## src/rtl/spi_host_pkg.sv

```systemverilog
package spi_host_pkg;

    localparam int BYTE_W  = 8;
    localparam int NUM_CS  = 3;
    localparam int DIV_W   = 16;
    localparam int LEN_W   = 16;

    // register word addresses
    typedef enum logic [1:0] {
        ADDR_CTRL = 2'd0,
        ADDR_DATA = 2'd1,
        ADDR_DIV  = 2'd2,
        ADDR_LEN  = 2'd3
    } reg_addr_e;

    // control word bit positions
    localparam int P_SEL     = 0;
    localparam int P_CPHA    = 2;
    localparam int P_CPOL    = 3;
    localparam int P_FL_TX   = 4;
    localparam int P_FL_RX   = 5;
    localparam int P_POL_ALL = 6;
    localparam int P_ACTIVE  = 7;
    localparam int P_DMA     = 8;
    localparam int P_AUTO    = 11;
    localparam int P_DONE    = 16;
    localparam int P_RX_ANY  = 17;
    localparam int P_TX_ROOM = 18;
    localparam int P_RX_HIGH = 19;
    localparam int P_RX_FULL = 20;
    localparam int P_LINEPOL = 21;

    typedef struct packed {
        logic [NUM_CS-1:0] line_pol;
        logic              auto_cs;
        logic              dma_en;
        logic              active;
        logic              pol_all;
        logic              cpol;
        logic              cpha;
        logic [1:0]        sel;
    } ctrl_t;

    typedef struct packed {
        logic rx_full;
        logic rx_high;
        logic tx_room;
        logic rx_any;
        logic done;
    } stat_t;

    function automatic ctrl_t decode_ctrl(input logic [31:0] w);
        ctrl_t c;
        c.sel      = w[P_SEL+1:P_SEL];
        c.cpha     = w[P_CPHA];
        c.cpol     = w[P_CPOL];
        c.pol_all  = w[P_POL_ALL];
        c.active   = w[P_ACTIVE];
        c.dma_en   = w[P_DMA];
        c.auto_cs  = w[P_AUTO];
        c.line_pol = w[P_LINEPOL+NUM_CS-1:P_LINEPOL];
        return c;
    endfunction

    function automatic logic [31:0] encode_ctrl(input ctrl_t c, input stat_t s);
        logic [31:0] w;
        w = '0;
        w[P_SEL+1:P_SEL] = c.sel;
        w[P_CPHA]        = c.cpha;
        w[P_CPOL]        = c.cpol;
        w[P_POL_ALL]     = c.pol_all;
        w[P_ACTIVE]      = c.active;
        w[P_DMA]         = c.dma_en;
        w[P_AUTO]        = c.auto_cs;
        w[P_DONE]        = s.done;
        w[P_RX_ANY]      = s.rx_any;
        w[P_TX_ROOM]     = s.tx_room;
        w[P_RX_HIGH]     = s.rx_high;
        w[P_RX_FULL]     = s.rx_full;
        w[P_LINEPOL+NUM_CS-1:P_LINEPOL] = c.line_pol;
        return w;
    endfunction

    // half SCLK period in core clocks; divisor bit 0 dropped, zero means maximum
    function automatic logic [DIV_W-1:0] half_period(input logic [DIV_W-1:1] div_hi);
        logic [DIV_W-1:0] h;
        h = {1'b0, div_hi};
        if (div_hi == '0) h = {1'b1, {(DIV_W-1){1'b0}}};
        return h;
    endfunction

endpackage

```

## src/rtl/spi_byte_fifo.sv

```systemverilog
module spi_byte_fifo #(
    parameter int WIDTH = 8,
    parameter int DEPTH = 16,               // power of two
    localparam int PTR_W = $clog2(DEPTH),
    localparam int CNT_W = PTR_W + 1
) (
    input  logic             clk,
    input  logic             rst,
    input  logic             flush,
    input  logic             push,
    input  logic [WIDTH-1:0] din,
    input  logic             pop,
    output logic [WIDTH-1:0] dout,
    output logic [CNT_W-1:0] level,
    output logic             full,
    output logic             empty
);

    logic [WIDTH-1:0] store [DEPTH];
    logic [PTR_W-1:0] wr_ptr, rd_ptr;
    logic             push_ok, pop_ok;

    assign full    = (level == CNT_W'(DEPTH));
    assign empty   = (level == '0);
    assign push_ok = push && !full;
    assign pop_ok  = pop && !empty;
    assign dout    = empty ? '0 : store[rd_ptr];

    always_ff @(posedge clk) begin
        if (push_ok && !flush) store[wr_ptr] <= din;
    end

    always_ff @(posedge clk) begin
        if (rst || flush) begin
            wr_ptr <= '0;
            rd_ptr <= '0;
            level  <= '0;
        end else begin
            if (push_ok) wr_ptr <= wr_ptr + 1'b1;
            if (pop_ok)  rd_ptr <= rd_ptr + 1'b1;
            level <= level + CNT_W'(push_ok) - CNT_W'(pop_ok);
        end
    end

    AST_NO_OVERFLOW: assert property (@(posedge clk) disable iff (rst)
        (full && push && !pop && !flush) |=> $stable(level));
    AST_NO_UNDERFLOW: assert property (@(posedge clk) disable iff (rst)
        (empty && pop && !push && !flush) |=> (level == '0));

endmodule

```

## src/rtl/spi_bit_engine.sv

```systemverilog
module spi_bit_engine
    import spi_host_pkg::*;
#(
    localparam int EDGES  = 2 * BYTE_W,
    localparam int EDGE_W = $clog2(EDGES)
) (
    input  logic              clk,
    input  logic              rst,
    input  logic              enable,
    input  logic              cpol,
    input  logic              cpha,
    input  logic [DIV_W-1:0]  half,
    input  logic              start,
    input  logic [BYTE_W-1:0] tx_byte,
    output logic              busy,
    output logic              byte_done,
    output logic [BYTE_W-1:0] rx_byte,
    output logic              sclk,
    output logic              mosi,
    input  logic              miso
);

    localparam logic [EDGE_W-1:0] LAST = EDGE_W'(EDGES - 1);

    logic [DIV_W-1:0]  tmr;
    logic [EDGE_W-1:0] edge_idx;
    logic              phase;
    logic [BYTE_W-1:0] tx_sr, rx_sr;
    logic              leading;

    assign leading = !edge_idx[0];
    assign sclk    = cpol ^ phase;
    assign mosi    = tx_sr[BYTE_W-1];

    always_ff @(posedge clk) begin
        byte_done <= 1'b0;
        if (rst || !enable) begin
            busy     <= 1'b0;
            phase    <= 1'b0;
            tmr      <= '0;
            edge_idx <= '0;
            if (rst) begin
                tx_sr   <= '0;
                rx_sr   <= '0;
                rx_byte <= '0;
            end
        end else if (!busy) begin
            if (start) begin
                busy     <= 1'b1;
                tx_sr    <= tx_byte;
                tmr      <= '0;
                edge_idx <= '0;
                phase    <= 1'b0;
            end
        end else if (tmr == half - 1'b1) begin
            tmr      <= '0;
            phase    <= ~phase;
            edge_idx <= edge_idx + 1'b1;
            if (leading) begin
                if (!cpha)               rx_sr <= {rx_sr[BYTE_W-2:0], miso};
                else if (edge_idx != '0) tx_sr <= {tx_sr[BYTE_W-2:0], 1'b0};
            end else begin
                if (cpha)                rx_sr <= {rx_sr[BYTE_W-2:0], miso};
                else if (edge_idx != LAST) tx_sr <= {tx_sr[BYTE_W-2:0], 1'b0};
            end
            if (edge_idx == LAST) begin
                busy      <= 1'b0;
                byte_done <= 1'b1;
                rx_byte   <= cpha ? {rx_sr[BYTE_W-2:0], miso} : rx_sr;
            end
        end else begin
            tmr <= tmr + 1'b1;
        end
    end

    AST_SCLK_IDLE: assert property (@(posedge clk) disable iff (rst)
        !enable |=> (sclk == cpol || !$stable(cpol)));

endmodule

```

## src/rtl/spi_host_ctrl.sv

```systemverilog
module spi_host_ctrl
    import spi_host_pkg::*;
#(
    parameter int FIFO_DEPTH = 16,
    localparam int LVL_W     = $clog2(FIFO_DEPTH) + 1,
    localparam int RX_HIGH   = (FIFO_DEPTH * 3) / 4
) (
    input  logic              clk,
    input  logic              rst,
    input  logic              reg_wr,
    input  logic              reg_rd,
    input  logic [1:0]        reg_addr,
    input  logic [31:0]       reg_wdata,
    output logic [31:0]       reg_rdata,
    output logic              spi_sclk,
    output logic              spi_mosi,
    input  logic              spi_miso,
    output logic [NUM_CS-1:0] spi_cs
);

    ctrl_t             ctrl_q;
    logic [DIV_W-1:1]  div_q;
    logic [LEN_W-1:0]  len_q;
    logic [LEN_W-1:0]  byte_cnt_q;

    logic wr_ctrl, wr_data, wr_div, wr_len, rd_data;
    logic flush_tx, flush_rx;
    logic auto_mode, cnt_hit, done_flag;

    logic [BYTE_W-1:0] tx_head, rx_head, rx_byte;
    logic [LVL_W-1:0]  tx_level_unused, rx_level;
    logic              tx_full, tx_empty, rx_full, rx_empty;
    logic              sh_start, sh_busy, sh_done;
    logic [NUM_CS-1:0] eff_pol;
    stat_t             stat;
    logic              unused_wbits;

    assign unused_wbits = ^{reg_wdata[31:24], reg_wdata[20:12], reg_wdata[10:9]};

    assign wr_ctrl  = reg_wr && (reg_addr == ADDR_CTRL);
    assign wr_data  = reg_wr && (reg_addr == ADDR_DATA);
    assign wr_div   = reg_wr && (reg_addr == ADDR_DIV);
    assign wr_len   = reg_wr && (reg_addr == ADDR_LEN);
    assign rd_data  = reg_rd && (reg_addr == ADDR_DATA);
    assign flush_tx = wr_ctrl && reg_wdata[P_FL_TX];
    assign flush_rx = wr_ctrl && reg_wdata[P_FL_RX];

    always_ff @(posedge clk) begin
        if (rst) begin
            ctrl_q <= '0;
            div_q  <= '0;
            len_q  <= '0;
        end else begin
            if (wr_ctrl) ctrl_q <= decode_ctrl(reg_wdata);
            if (wr_div)  div_q  <= reg_wdata[DIV_W-1:1];
            if (wr_len)  len_q  <= reg_wdata[LEN_W-1:0];
        end
    end

    // bytes completed in the current counted transfer
    always_ff @(posedge clk) begin
        if (rst || !ctrl_q.active)     byte_cnt_q <= '0;
        else if (sh_done && auto_mode) byte_cnt_q <= byte_cnt_q + 1'b1;
    end

    assign auto_mode = ctrl_q.dma_en && ctrl_q.auto_cs;
    assign cnt_hit   = auto_mode && (byte_cnt_q == len_q);
    assign sh_start  = ctrl_q.active && !sh_busy && !sh_done && !tx_empty
                       && !rx_full && !cnt_hit;
    assign done_flag = ctrl_q.active && !sh_busy && !sh_done
                       && (auto_mode ? cnt_hit : tx_empty);

    spi_byte_fifo #(.WIDTH(BYTE_W), .DEPTH(FIFO_DEPTH)) i_tx_fifo (
        .clk   (clk),
        .rst   (rst),
        .flush (flush_tx),
        .push  (wr_data),
        .din   (reg_wdata[BYTE_W-1:0]),
        .pop   (sh_start),
        .dout  (tx_head),
        .level (tx_level_unused),
        .full  (tx_full),
        .empty (tx_empty)
    );

    spi_byte_fifo #(.WIDTH(BYTE_W), .DEPTH(FIFO_DEPTH)) i_rx_fifo (
        .clk   (clk),
        .rst   (rst),
        .flush (flush_rx),
        .push  (sh_done),
        .din   (rx_byte),
        .pop   (rd_data),
        .dout  (rx_head),
        .level (rx_level),
        .full  (rx_full),
        .empty (rx_empty)
    );

    spi_bit_engine i_engine (
        .clk       (clk),
        .rst       (rst),
        .enable    (ctrl_q.active),
        .cpol      (ctrl_q.cpol),
        .cpha      (ctrl_q.cpha),
        .half      (half_period(div_q)),
        .start     (sh_start),
        .tx_byte   (tx_head),
        .busy      (sh_busy),
        .byte_done (sh_done),
        .rx_byte   (rx_byte),
        .sclk      (spi_sclk),
        .mosi      (spi_mosi),
        .miso      (spi_miso)
    );

    // chip-select lines
    for (genvar i = 0; i < NUM_CS; i++) begin : g_cs
        logic line_on;
        assign eff_pol[i] = ctrl_q.line_pol[i] | ctrl_q.pol_all;
        assign line_on    = ctrl_q.active && (ctrl_q.sel == 2'(i)) && !cnt_hit;
        assign spi_cs[i]  = line_on ? eff_pol[i] : ~eff_pol[i];
    end

    always_comb begin
        stat.done    = done_flag;
        stat.rx_any  = !rx_empty;
        stat.tx_room = !tx_full;
        stat.rx_high = (rx_level >= LVL_W'(RX_HIGH));
        stat.rx_full = rx_full;
        unique case (reg_addr)
            ADDR_CTRL: reg_rdata = encode_ctrl(ctrl_q, stat);
            ADDR_DATA: reg_rdata = {{(32-BYTE_W){1'b0}}, rx_head};
            ADDR_DIV:  reg_rdata = {{(32-DIV_W){1'b0}}, div_q, 1'b0};
            default:   reg_rdata = {{(32-LEN_W){1'b0}}, len_q};
        endcase
    end

    AST_START_HAS_DATA: assert property (@(posedge clk) disable iff (rst)
        $rose(sh_busy) |-> !$past(tx_empty));
    AST_DONE_SCLK_IDLE: assert property (@(posedge clk) disable iff (rst)
        done_flag |-> (spi_sclk == ctrl_q.cpol));
    AST_AUTO_LIMIT: assert property (@(posedge clk) disable iff (rst)
        (auto_mode && ctrl_q.active) |-> (byte_cnt_q <= len_q));
    AST_CS_RELEASE: assert property (@(posedge clk) disable iff (rst)
        !ctrl_q.active |-> (spi_cs == ~eff_pol));

endmodule

```

## config.mk

```make
export PLATFORM = sky130hd
export DESIGN_NAME = spi_host_ctrl
export DESIGN_NICKNAME = d
export VERILOG_FILES = /design/src/rtl/spi_host_pkg.sv /design/src/rtl/spi_byte_fifo.sv /design/src/rtl/spi_bit_engine.sv /design/src/rtl/spi_host_ctrl.sv
export SDC_FILE = /design/constraint.sdc
export NUM_CORES = 1
export LEC_CHECK = 0
export BUFFER_PORTS_ARGS = -buffer_cell sky130_fd_sc_hd__buf_2
export CAP_MARGIN = 20
export CORE_MARGIN = 5
export CORE_UTILIZATION = 65
export CTS_BUF_LIST = sky130_fd_sc_hd__clkbuf_8 sky130_fd_sc_hd__clkbuf_16
export DETAILED_ROUTE_END_ITERATION = 7
export PLACE_DENSITY_LB_ADDON = 0.25
export SETUP_SLACK_MARGIN = 0.02
export SLEW_MARGIN = 5
export SYNTH_ARGS = -nofsm -noshare
export SYNTH_HDL_FRONTEND = slang
export SYNTH_SLANG_ARGS = --single-unit
```

## constraint.sdc

```tcl
create_clock -name clk -period 7 [get_ports clk]
set_clock_uncertainty 0.05 [all_clocks]
set_input_delay 1.4 -clock clk [delete_from_list [all_inputs] [get_ports clk]]
set_output_delay 1.4 -clock clk [all_outputs]
set_load 0.01 [all_outputs]
```

==> summary.md <==
| Metric | Value |
|---|---|
| Sequential area share after synthesis | ~62% |
| Setup Fix Bufs, Post-CTS | 0 |
| Setup TNS | 0 ns |
| WP data arrival | about 3.6 ns |
| GRT busiest layer | met2 |
| Compound-gate portion of the synthesized area | 5.23% |
| Grt ovf | 0 |
| #FFs+latches synth | 395 |
| Synthesized area per cell | 13.4 um2 |
| GRT Overall Usage | 25.2% |
| Combinational power share | 7.8% |
| Clk pin slew, worst setup/hold paths | 0.06 ns |
| RSZ-0062 raised after global routing | false |
| Synth unique cells | 70 |
| Share of cells above drive strength 1 | 15.8% |
| Fin Hold WS | 0.415 ns |
| Setup CP Type | input port to output pin |
| Wire per inst | 22.6 um |
| Port bufs | 54 |
| FMAX | about 0.2 GHz |
| Adder-cell share of the synthesized area | 2.42% |
| Area post-placement | around 18000 um2 |
| Sw frac | 22.9% |
| Largest net degree at the start of global routing | 50 |
| Seq pwr share | 52.9% |
| Worst skew pair latency | 0.54 ns |
| Grt met3 use | ~3.3% |
| Worst EP required | 5.55 ns |
| Final setup violating endpoints | 0 |
| Die ar. | 29800 um2 |
| Core area | 26100 um2 |
| Fillers | 1638 |
| Main combinational cell family by area after synthesis | multiplexers |
| Area taken by multi-input logic gates | between 6000 and 7000 um2 |
| Final Critical Period | 5.02 ns |
| Pwr dens | 258 nW/um2 |
| FFs w/ async S/R, synth | 0% |
| Worst setup margin | ~2.0 ns |
| CTS sink cnt | 395 |
| Post-route ant nets | 0 |
| H-tree Lvls | 2 |
| Routed vias/inst | 6.19 |
| CTS max path bufs | 3 |
| Post-Synth XOR/XNOR Area | 4.02% |
| Row count | 59 |
| Fin. Hold Viols | 0 |
| Main synth FF type | edfxtp_1 |
| Routability cong. | ~0.9 |
| Outcome | complete, no violations |
| Hold-fix buffers, CTS | 0 |
| Crit-path max FO | 21 |
| Routed Wire Length | around 38000 um |
| Drt first pass iters | 6 |
| DPL Wire Length | 25000 um |
| Register area | 10700 um2 |
| DRT iter0 DRCs | 1143 |
| Clock power frac | roughly 40% |
| CTS tree | yes |
| Initial Util | between 60% and 70% |
| NumNets Final | 1393 |
| First-pass GRT wire length | 59300 um |
| Vias in the first global route | 10300 |
| Psw | 1.11 mW |
| Most common cell after layout, fill and taps aside | edfxtp_1 |
| Power Internal | 3.75 mW |
| DRC viols | 0 |
| Met1 usage | 34.8% |
| Met2 GRT Util | 41.4% |
| Post-synth EDFFs | 280 |
| Fin area | 18900 um2 |
| Mux contribution to synthesized area | 11.7% |
| Post-cts resize count | 0 |
| Final Power | just under 5 mW |
| Most frequent cells in the layout | edfxtp_1, nand2_1, dfxtp_1 |
| Post-Syn Instances | 1283 |
| Dpl cells | 1615 |
| Number of antenna violations at the first check in global routing | 1 |
| Chip Width | 173 um |
| Routed via count | 10400 |
| MaxCap Viol Count | 0 |
| Non-Filler Instances | 1689 |
| Final slew viol count | 0 |
| Max_slew headroom | 28.9% |
| Ports | 76 |
| Hold Crit Class | flop to flop |
| CP startpoint kind | input port |
| CP Capture Type | output pin |
| Height of the chip | 173 um |
| Ys Warns | 0 |
| Worst Max-Slew Pin Slew | 1.06 ns |
| Num CTS Buffers | 39 |
| Fin util | 72.3% |
| Tcrit/Tclk final | 71.7% |
| Dpl ws | 2.00 ns |
| Peak supply drop | 0.235 mV |
| Root Buffer | clkbuf_16 |
| Synth Area in Simple Gates | a little under an eighth |
| LEAKAGE | 6.48 nW |
| Post-synthesis instance area | 17200 um2 |
| Area Overhead vs Synth | 9.65% |
-- synthesized netlist by cell type (all sizes together), types with 3 or more instances --
cell    number  area (um2)
nand4b       3        26.3
a21oi       76         380
inv         39         146
xnor2       20         175
nand4       17         113
nand2b       4        25.0
nand2      141         529
a31oi        3        18.8
xor2        59         517
a211oi      15         118
nor3        13        76.3
nand3       22         110
nor2b       18         113
mux2         6        67.6
or4          3        22.5
a21o         4        30.0
dfxtp      115        2300
nor2       107         402
nor4         7        58.8
clkbuf      40         151
nor3b        4        35.0
and3        16         100
a22o         4        35.0
and4         7        61.3
mux4        72        1620
mux2i       32         320
a221oi       7        61.3
and2        25         156
or3         10        62.6
edfxtp     280        8410
o21ai       16        80.1
buf         36         190
ha          30         375
-- worst max-delay path: stages --
cell and delay [ns]:
buf_2 0.47, clkinv_1 0.45, nor3_1 0.45, buf_4 0.25
a221oi_1 0.11, a21oi_1 0.24, buf_2 0.18
-- final timing paths --
| kind | start | slack, ns | end | cells after the start |
|---|---|---|---|---|
| worst max-delay path | reg_addr[0] | 1.98 | reg_rdata[1] | 7 |
| worst min-delay path | ctrl_q[9] | 0.41 | ctrl_q[9] | 2 |
| worst max register to register | div_q[1] | 3.00 | i_engine.tx_sr[2] | 10 |
| worst min register to register | ctrl_q[9] | 0.41 | ctrl_q[9] | 2 |
-- kinds of logic (layout without fill, tap and decap cells) --
logic type,Yosys count,in the layout
adders and majority gates,32,32
AOI/OAI and AO/OA,144,144
xor gates and xnor gates,79,79
muxes,110,110
other,1,9
buffers and inverters,116,179
and+or+nand+nor,406,406
DFF,395,395
-- power groups by stage --
stage,combinational (mW),clock [mW],sequential (mW)
floorplan,0.278,0,2.60
global placement,0.365,0,2.62
detailed placement,0.376,0,2.62
CTS,0.380,1.94,2.57
global route,0.417,2.06,2.57
finish,0.380,1.91,2.57
-- final cells by class --
cell class / instances / share of cell area, %
diodes: 1 / 0.0133
clock buffers: 42 / 5.46
clock inverters: 30 / 0.783
inverters: 40 / 0.796
multi-input cells: 779 / 32.0
flip-flops and latches: 395 / 56.8
well taps: 335 / 2.22
repair buffers: 67 / 1.95
-- routing by layer --
layer / wire length [um] / part of all wire [%]
met5: 0 / 0
met2: 19000 / 50
met4: 1500 / 3.9
met3: 2190 / 5.7
met1: 15400 / 40
-- sequential cells by signal, indices dropped and copies added, names as in the netlist, 5 cells and up, named ones only --
register	count
byte_cnt_q	16
ctrl_q	11
div_q	15
i_engine.rx_byte	8
i_engine.rx_sr	8
i_engine.tmr	16
i_engine.tx_sr	8
i_rx_fifo.level	5
i_rx_fifo.store	128
i_tx_fifo.level	5
i_tx_fifo.store	128
len_q	16
Power figures use the tool's default switching activity.
